$ cat config.mk
export PLATFORM = sky130hd
export DESIGN_NAME = fpsf_unit
export DESIGN_NICKNAME = d
export VERILOG_FILES = /design/src/rtl/fpsf_pkg.sv /design/src/rtl/fpsf_cause_gen.sv /design/src/rtl/fpsf_word_write.sv /design/src/rtl/fpsf_cond_flags.sv /design/src/rtl/fpsf_unit.sv
export SDC_FILE = /design/constraint.sdc
export NUM_CORES = 1
export LEC_CHECK = 0
export BUFFER_PORTS_ARGS = -buffer_cell sky130_fd_sc_hd__buf_4
export CELL_PAD_IN_SITES_DETAIL_PLACEMENT = 1
export CELL_PAD_IN_SITES_GLOBAL_PLACEMENT = 2
export CORE_ASPECT_RATIO = 2
export CORE_UTILIZATION = 25
export CTS_BUF_LIST = sky130_fd_sc_hd__clkbuf_8
export CTS_CLUSTER_DIAMETER = 40
export DETAILED_ROUTE_END_ITERATION = 6
export PLACE_DENSITY_LB_ADDON = 0.1
export SLEW_MARGIN = 40
export SYNTH_ARGS = -nofsm -noshare
export SYNTH_HDL_FRONTEND = slang
export SYNTH_SLANG_ARGS = --single-unit
$ cat constraint.sdc
create_clock -name clk -period 2.3 [get_ports clk]
set_input_delay 0.23 -clock clk [delete_from_list [all_inputs] [get_ports clk]]
set_output_delay 0.23 -clock clk [all_outputs]
set_load 0.01 [all_outputs]
$ cat src/rtl/fpsf_pkg.sv
package fpsf_pkg;
    localparam int unsigned WORD_W    = 32;
    localparam int unsigned N_IEEE    = 5;
    localparam int unsigned RM_LSB    = 0;
    localparam int unsigned RM_W      = 2;
    localparam int unsigned CAUSE_LSB = 2;
    localparam int unsigned CAUSE_W   = N_IEEE + 1;
    localparam int unsigned UNIMP_BIT = CAUSE_LSB + N_IEEE;
    localparam int unsigned FLUSH_BIT = 8;
    localparam int unsigned EN_LSB    = 10;
    localparam int unsigned FLAG_LSB  = 26;
    localparam int unsigned SUM_BIT   = 31;

    typedef enum logic [1:0] {
        CMP_GT = 2'd0,
        CMP_EQ = 2'd1,
        CMP_LT = 2'd2,
        CMP_UN = 2'd3
    } cmp_res_e;

    typedef enum logic [1:0] {
        RND_NEAR = 2'd0,
        RND_ZERO = 2'd1,
        RND_PINF = 2'd2,
        RND_NINF = 2'd3
    } rnd_e;

    typedef enum logic [1:0] {
        UPD_HOLD = 2'd0,
        UPD_OPER = 2'd1,
        UPD_SOFT = 2'd2
    } upd_e;
endpackage

$ cat src/rtl/fpsf_cause_gen.sv
module fpsf_cause_gen
    import fpsf_pkg::*;
(
    input  logic [WORD_W-1:0] cur_word,
    input  logic [N_IEEE-1:0] ieee_ind,
    input  logic              denorm_in,
    input  logic              denorm_out,
    output logic [WORD_W-1:0] nxt_word,
    output logic              raise
);
    logic [N_IEEE-1:0] enables;
    logic [N_IEEE-1:0] flags_new;
    logic [N_IEEE-1:0] hit_enabled;
    logic              unimp;

    assign enables = cur_word[EN_LSB +: N_IEEE];
    assign unimp   = (denorm_in | denorm_out) & ~cur_word[FLUSH_BIT];

    for (genvar i = 0; i < N_IEEE; i++) begin : g_cond
        assign flags_new[i]   = cur_word[FLAG_LSB + i] | (ieee_ind[i] & ~enables[i]);
        assign hit_enabled[i] = ieee_ind[i] & enables[i];
    end

    always_comb begin
        nxt_word                        = cur_word;
        nxt_word[CAUSE_LSB +: N_IEEE]   = ieee_ind;
        nxt_word[UNIMP_BIT]             = unimp;
        nxt_word[FLAG_LSB +: N_IEEE]    = flags_new;
        nxt_word[SUM_BIT]               = |flags_new;
    end

    assign raise = (|hit_enabled) | unimp;
endmodule

$ cat src/rtl/fpsf_word_write.sv
module fpsf_word_write
    import fpsf_pkg::*;
(
    input  logic [WORD_W-1:0] cur_word,
    input  logic [WORD_W-1:0] wdata,
    output logic [WORD_W-1:0] nxt_word
);
    for (genvar b = 0; b < WORD_W; b++) begin : g_bit
        if (b == SUM_BIT) begin : g_sum
            assign nxt_word[b] = |wdata[FLAG_LSB +: N_IEEE];
        end else if (b >= CAUSE_LSB && b < CAUSE_LSB + CAUSE_W) begin : g_cause
            assign nxt_word[b] = cur_word[b] & wdata[b];
        end else begin : g_plain
            assign nxt_word[b] = wdata[b];
        end
    end
endmodule

$ cat src/rtl/fpsf_cond_flags.sv
module fpsf_cond_flags
    import fpsf_pkg::*;
(
    input  logic              clk,
    input  logic              rst_n,
    input  logic              op_valid,
    input  logic              op_is_cmp,
    input  logic [WORD_W-1:0] op_result,
    input  logic [1:0]        cmp_outcome,
    output logic              cond_zero,
    output logic              cond_sign,
    output logic              cond_ovf
);
    cmp_res_e outcome;
    assign outcome = cmp_res_e'(cmp_outcome);

    always_ff @(posedge clk or negedge rst_n) begin
        if (!rst_n) begin
            cond_zero <= 1'b0;
            cond_sign <= 1'b0;
            cond_ovf  <= 1'b0;
        end else if (op_valid) begin
            if (op_is_cmp) begin
                cond_zero <= (outcome == CMP_EQ);
                cond_sign <= (outcome == CMP_LT);
                cond_ovf  <= (outcome == CMP_UN);
            end else begin
                cond_zero <= (op_result[WORD_W-2:0] == '0);
                cond_sign <= op_result[WORD_W-1];
            end
        end
    end

    AST_CMP_ONE_FLAG: assert property (@(posedge clk) disable iff (!rst_n)
        $past(op_valid && op_is_cmp) |-> $onehot0({cond_zero, cond_sign, cond_ovf}));

    AST_ARITH_OVF_HELD: assert property (@(posedge clk) disable iff (!rst_n)
        $past(op_valid && !op_is_cmp) |-> (cond_ovf == $past(cond_ovf)));

    AST_IDLE_HOLD: assert property (@(posedge clk) disable iff (!rst_n)
        !$past(op_valid) |-> $stable({cond_zero, cond_sign, cond_ovf}));
endmodule

$ cat src/rtl/fpsf_unit.sv
module fpsf_unit
    import fpsf_pkg::*;
#(
    parameter int unsigned VEC_W   = 8,
    parameter int unsigned EXC_VEC = 21
) (
    input  logic              clk,
    input  logic              rst_n,
    input  logic              op_valid,
    input  logic              op_is_cmp,
    input  logic [31:0]       op_result,
    input  logic [1:0]        cmp_outcome,
    input  logic              ind_invalid,
    input  logic              ind_divzero,
    input  logic              ind_overflow,
    input  logic              ind_underflow,
    input  logic              ind_inexact,
    input  logic              ind_denorm_in,
    input  logic              ind_denorm_out,
    input  logic              sw_wr,
    input  logic [31:0]       sw_wdata,
    output logic [31:0]       status_word,
    output logic [1:0]        round_mode,
    output logic              cond_zero,
    output logic              cond_sign,
    output logic              cond_ovf,
    output logic              exc_req,
    output logic [VEC_W-1:0]  exc_vector
);
    logic [WORD_W-1:0] word_q;
    logic [WORD_W-1:0] word_oper;
    logic [WORD_W-1:0] word_soft;
    logic [N_IEEE-1:0] ieee_ind;
    logic              raise;
    upd_e              sel;

    // index order follows the cause/enable/flag bit order
    assign ieee_ind = {ind_inexact, ind_underflow, ind_divzero, ind_overflow, ind_invalid};

    fpsf_cause_gen u_cause (
        .cur_word   (word_q),
        .ieee_ind   (ieee_ind),
        .denorm_in  (ind_denorm_in),
        .denorm_out (ind_denorm_out),
        .nxt_word   (word_oper),
        .raise      (raise)
    );

    fpsf_word_write u_write (
        .cur_word (word_q),
        .wdata    (sw_wdata),
        .nxt_word (word_soft)
    );

    fpsf_cond_flags u_cond (
        .clk         (clk),
        .rst_n       (rst_n),
        .op_valid    (op_valid),
        .op_is_cmp   (op_is_cmp),
        .op_result   (op_result),
        .cmp_outcome (cmp_outcome),
        .cond_zero   (cond_zero),
        .cond_sign   (cond_sign),
        .cond_ovf    (cond_ovf)
    );

    always_comb begin
        if (op_valid)   sel = UPD_OPER;
        else if (sw_wr) sel = UPD_SOFT;
        else            sel = UPD_HOLD;
    end

    always_ff @(posedge clk or negedge rst_n) begin
        if (!rst_n) begin
            word_q  <= '0;
            exc_req <= 1'b0;
        end else begin
            unique case (sel)
                UPD_OPER: begin
                    word_q  <= word_oper;
                    exc_req <= raise;
                end
                UPD_SOFT: begin
                    word_q  <= word_soft;
                    exc_req <= 1'b0;
                end
                UPD_HOLD: begin
                    exc_req <= 1'b0;
                end
                default: begin
                    exc_req <= 1'b0;
                end
            endcase
        end
    end

    assign status_word = word_q;
    assign round_mode  = word_q[RM_LSB +: RM_W];
    assign exc_vector  = VEC_W'(EXC_VEC);

    AST_REQ_NEEDS_OP: assert property (@(posedge clk) disable iff (!rst_n)
        exc_req |-> $past(op_valid));

    AST_REQ_HAS_CAUSE: assert property (@(posedge clk) disable iff (!rst_n)
        exc_req |-> ((status_word[UNIMP_BIT] |
                      |(status_word[CAUSE_LSB +: N_IEEE] & status_word[EN_LSB +: N_IEEE])) == 1'b1));

    AST_SUMMARY_MATCH: assert property (@(posedge clk) disable iff (!rst_n)
        status_word[SUM_BIT] == |status_word[FLAG_LSB +: N_IEEE]);

    AST_FLAGS_STICKY: assert property (@(posedge clk) disable iff (!rst_n)
        $past(op_valid) |-> ((status_word[FLAG_LSB +: N_IEEE] & $past(status_word[FLAG_LSB +: N_IEEE]))
                             == $past(status_word[FLAG_LSB +: N_IEEE])));

    AST_SOFT_NO_NEW_CAUSE: assert property (@(posedge clk) disable iff (!rst_n)
        $past(sw_wr && !op_valid) |-> ((status_word[CAUSE_LSB +: CAUSE_W] &
                                        ~$past(status_word[CAUSE_LSB +: CAUSE_W])) == '0));

    AST_QUIET_OP_NO_CAUSE: assert property (@(posedge clk) disable iff (!rst_n)
        $past(op_valid && (ieee_ind == '0) && !ind_denorm_in && !ind_denorm_out)
        |-> (status_word[CAUSE_LSB +: CAUSE_W] == '0));
endmodule

Yosys cells after proc, flatten, opt, wreduce, memory -nomap -nowiden:

Cells that the tools add are included.

* reductions and logical operators: 7
* bitwise logic cells: 31
* multiplexer cells: 6
* equal/unequal tests: 5

Operators by type and width (number)
* 32-bit case mux with 2 select lines: 1
* 31-bit zero test: 1
* 1-bit AND: 17
* 5-bit OR reduction: 3
* 1-bit NOT: 7
* 1-bit bitwise OR: 7
* 2-bit equality test (second input constant): 3
* 2-bit by 1-bit equality test with 1-bit output (second input constant): 2
* 2-bit 2-to-1 mux: 2
* 2-bit AND reduction: 2
* 1-bit 2-to-1 mux: 3
* 2-bit nonzero test: 1

* logic and storage cells: 55
* bits of input ports: 78
* register bits: 36

Longest topological paths before layout:

* depth after elaboration: 5
* gate-level depth with buffers: 5
* gate-level depth less buffers: 4

Modules after synthesis:

From an unflattened synthesis, not the netlist that was laid out.

* cell total of the unflattened synthesis: 256
* area total of the unflattened synthesis: 2384.8 µm²

By module, submodules not included
* fpsf_unit: cells an instance 153, times used 1, area an instance 1621.6 µm², seq. area each 825.8 µm²
* fpsf_cause_gen: cells an instance 43, times used 1, area an instance 311.5 µm², seq. area each 0.0 µm²
* fpsf_word_write: cells an instance 34, times used 1, area an instance 237.7 µm², seq. area each 0.0 µm²
* fpsf_cond_flags: cells an instance 26, times used 1, area an instance 214.0 µm², seq. area each 75.1 µm²

Worst setup path before layout:

Ideal clock, no wire load.

* path kind: register -> register
* from: register word_q[28] (netlist: status_word[28])
* to: register word_q[31] (netlist: status_word[31])
* path slack: 1204 ps
* library setup time: 121 ps
* stages on the path, launching flop included: 4
* required time: 2179 ps
* arrival: 975 ps
* clock period less this slack: 1096 ps
* cells stage by stage: dfrtp_1 -> nor4_2 -> nand4_1 -> a22o_1

* longest elaborated chain between the ends: 3

Ends and longest elaborated chain
* from (decl): line fpsf_unit.sv:30 `logic [WORD_W-1:0] word_q;`
* from (signal assigned): line fpsf_unit.sv:80 `word_q <= word_oper;`
* from (signal assigned): line fpsf_unit.sv:84 `word_q <= word_soft;`
* 1-bit bitwise OR: line fpsf_cause_gen.sv:20 `assign flags_new[i] = cur_word[FLAG_LSB + i] | (ieee_ind[i] & ~enables[i]);`
* 5-bit OR reduction: line fpsf_cause_gen.sv:29 `nxt_word[SUM_BIT] = |flags_new;`
* 32-bit case mux with 2 select lines: line fpsf_unit.sv:78 `unique case (sel)`

No other way between the ends. The select of a mux whose other input is x is not followed.
A chain may end at the register's enable or synchronous reset.

Worst setup path in the final report:

* from: register word_q[12] (netlist: status_word[12])
* to: register word_q[31] (netlist: status_word[31])

* longest elaborated chain between the ends: 5

Ends and longest elaborated chain (line)
* 1-bit NOT: fpsf_cause_gen.sv:20
* 1-bit AND: fpsf_cause_gen.sv:20
* 1-bit bitwise OR: fpsf_cause_gen.sv:20
* 5-bit OR reduction: fpsf_cause_gen.sv:29
* 32-bit case mux with 2 select lines: fpsf_unit.sv:78

No other way between the ends. The select of a mux whose other input is x is not followed.

==> flow_summary.toml <==
[clock_network]
post_cts_resized = 0
clock_latency_ps = 280
clock_sinks = 36
ctsRootBufferMaster = "clkbuf_8"
clk_pin_slew_worst_paths_ps = 70
cts_buffers = 5
cts_tree = "built"
postCtsSetupBuffers = 0
ctsLongestPathBuffers = 2
cts_hold_buf = 1
htreeDepth = 2

[floorplanning]
die_w_um = 61.1
ios = 124
core_area_um2 = 6670
rows = 42
die-height_um = 120
die-area_um2 = 7350
start_util_pct = 26.2

[yosys]
async_reset_ff_share_pct = 100
netlist_area_um2 = 1750
synth-seq-cells = 36
synth_top_area_cell = "dfrtp_1"
ys_seq_area_share_pct = 51.5
synth_cells = 151
yosys_most_used_dff = "dfrtp_1"
synth_cell_types = 31
yosys_warnings = 0
avgSynthCellArea_um2 = 11.6
synth_edf_count = 0
synthTopCellsByCount = "36 x dfrtp_1, 19 x o21ai_0"
yosysMostFrequentCell = "dfrtp_1"
synth_top_area_share_pct = 51.5
synthTopCellsByArea = "dfrtp_1 52%, mux2_4 8.6%, mux2_2 6.4%"

[detailed_routing]
drc = 0
routed_wirelength_um = 5430
drt-wirelength-per-cell_um = 15.4
antenna_left = 0
initialDrtViolationCount = 49
first_pass_iters = 4
viasPerCell = 4.37
vias = 1543

[critical_path]
rrSetupSlack_ps = 1110
cp.required_ps = 2470
crit_path_top_delay_cell = "dfrtp_1"
crit_chain = "nor2b_1 -> nor4_2 -> nand4_1 -> a22o_1"
rr_endpoint = "status_word[31]$_DFFE_PN0P_"
endpoint_kind = "flip-flop"
rr_worst_depth = 4
start_kind = "flip-flop"
path_class = "flip-flop to flip-flop"
path_max_fanout = 4
cp_slowest_stage_delay_ps = 400
worstPathArrival_ps = 1360
reg2reg_from = "status_word[12]$_DFFE_PN0P_"

[finish]
fin_nets = 342
final_cell_count_no_fill = 353
drive_gt1_share_pct = 55.5
stdcell_area_um2 = 2740
num_antenna_cells = 0
final_core_util_pct = 41.0
fillers = 806
synthToLayoutAreaGrowth_pct = 56.7

[global_route]
grt_pass1_wl_um = 8190
grt_usage_pct = 15.5
antenna_found_initial = 0
grt-ovfl-total = 0
grt_pass1_vias = 1664
grt_max_degree = 37

[power]
sw_frac_of_total_pct = 26.3
power_density_nw_per_um2 = 650
report.power.total_mw = 1.78
p_comb_share_pct = 26.3
p_sw_uw = 467
leakagePower_nw = 1.35
internal_power_mw = 1.31
ir_worst_vdd_mv = 0.294
seq_power_share_pct = 43.7
clockPowerShare_pct = 30.0

[timing]
setup_ws_ps = 1110
finalMaxSlewViolations = 0
fin_hold_ws_ps = 172
hold_viol = 0
rsz0062_at_grt = "false"
final_min_period_over_clock_period_pct = 51.8
layout_min_cycle_time_ps = 1190
setup_violations = 0
tns_ps = 0
max_freq_mhz = 840
final.setup_skew_ps = 5.58

[hold_path]
whs_path_depth = 3
hold_end = "status_word[2]$_DFFE_PN0P_"
hold_class = "input port to flip-flop"
min_from = "ind_invalid"

[placement]
dp_slack_ps = 840
gp_congestion = 0.692
place_area_um2 = 2620
place.detailed.hpwl_um = 4400
dp.cells = 344
port_buffers = 114

[flow_run]
cap_violations = 0

[run_status]
status = "complete, no violations"
-- state kept, by name (all words and copies together), names as in the netlist --
register,flops
status_word,32
exc_req,1
u_cond.cond_ovf,1
u_cond.cond_sign,1
u_cond.cond_zero,1
-- power groups by stage --
stage	sequential, mW	clock [mW]	combinational, mW
floorplan	0.816	0	0.171
global placement	0.787	0	0.470
detailed placement	0.788	0	0.478
CTS	0.778	0.559	0.479
global route	0.788	0.582	0.509
finish	0.777	0.534	0.469
-- per-layer routing --
layer,global-route usage [%],routed length (µm),up-vias
li1,-,-,745
met1,14.6,1690,737
met2,31.0,3420,55
met3,2.14,239,6
met4,5.11,73,0
met5,0,0,-
-- critical path: cells and delay by family, from the launching register on --
family             cells  cell delay (ps)
AOI/OAI and AO/OA      1              220
DFF                    1              400
and+or+nand+nor        3              450
-- worst max path at each step --
stage	from	to	slack (ps)	depth (start not counted)
global route	status_word[12]$_DFFE_PN0P_	status_word[31]$_DFFE_PN0P_	1000	4
global placement	op_valid	status_word[25]$_DFFE_PN0P_	860	4
floorplan	status_word[28]$_DFFE_PN0P_	status_word[31]$_DFFE_PN0P_	1200	3
CTS	status_word[12]$_DFFE_PN0P_	status_word[31]$_DFFE_PN0P_	1090	4
finish	status_word[12]$_DFFE_PN0P_	status_word[31]$_DFFE_PN0P_	1110	4
detailed placement	op_valid	status_word[1]$_DFFE_PN0P_	840	4
-- cell usage in the layout, fill, tap and decap left out, types with 2 or more instances in the layout --
master	synthesis	routed
a211oi_1	2	2
a21oi_1	5	5
and2b_2	2	2
buf_4	10	115
clkbuf_8	0	5
conb_1	2	8
dfrtp_1	36	36
inv_1	3	4
mux2_2	10	10
mux2_4	10	10
mux2i_1	3	3
nand2_1	10	10
nand2b_1	2	2
nand4_1	3	3
nor2_1	5	5
nor2b_1	3	3
nor4_1	9	9
o21ai_0	19	19
-- layout make-up --
type	instances	area, µm²	area share (%)
repair buffers	116	873	31.9
clock inverters	3	38.8	1.42
well taps	88	110	4.02
inverters	3	11.3	0.411
clock buffers	5	68.8	2.51
multi-input cells	102	736	26.9
flip-flops and latches	36	901	32.9
-- kinds of logic after synthesis --
group / synth area share, %
buf+inv: 7.66
simple gates: 12.6
flops: 51.5
mux: 16.8
other cells: 0.430
compound gates: 11.0
(Power assumes the default switching activity.)
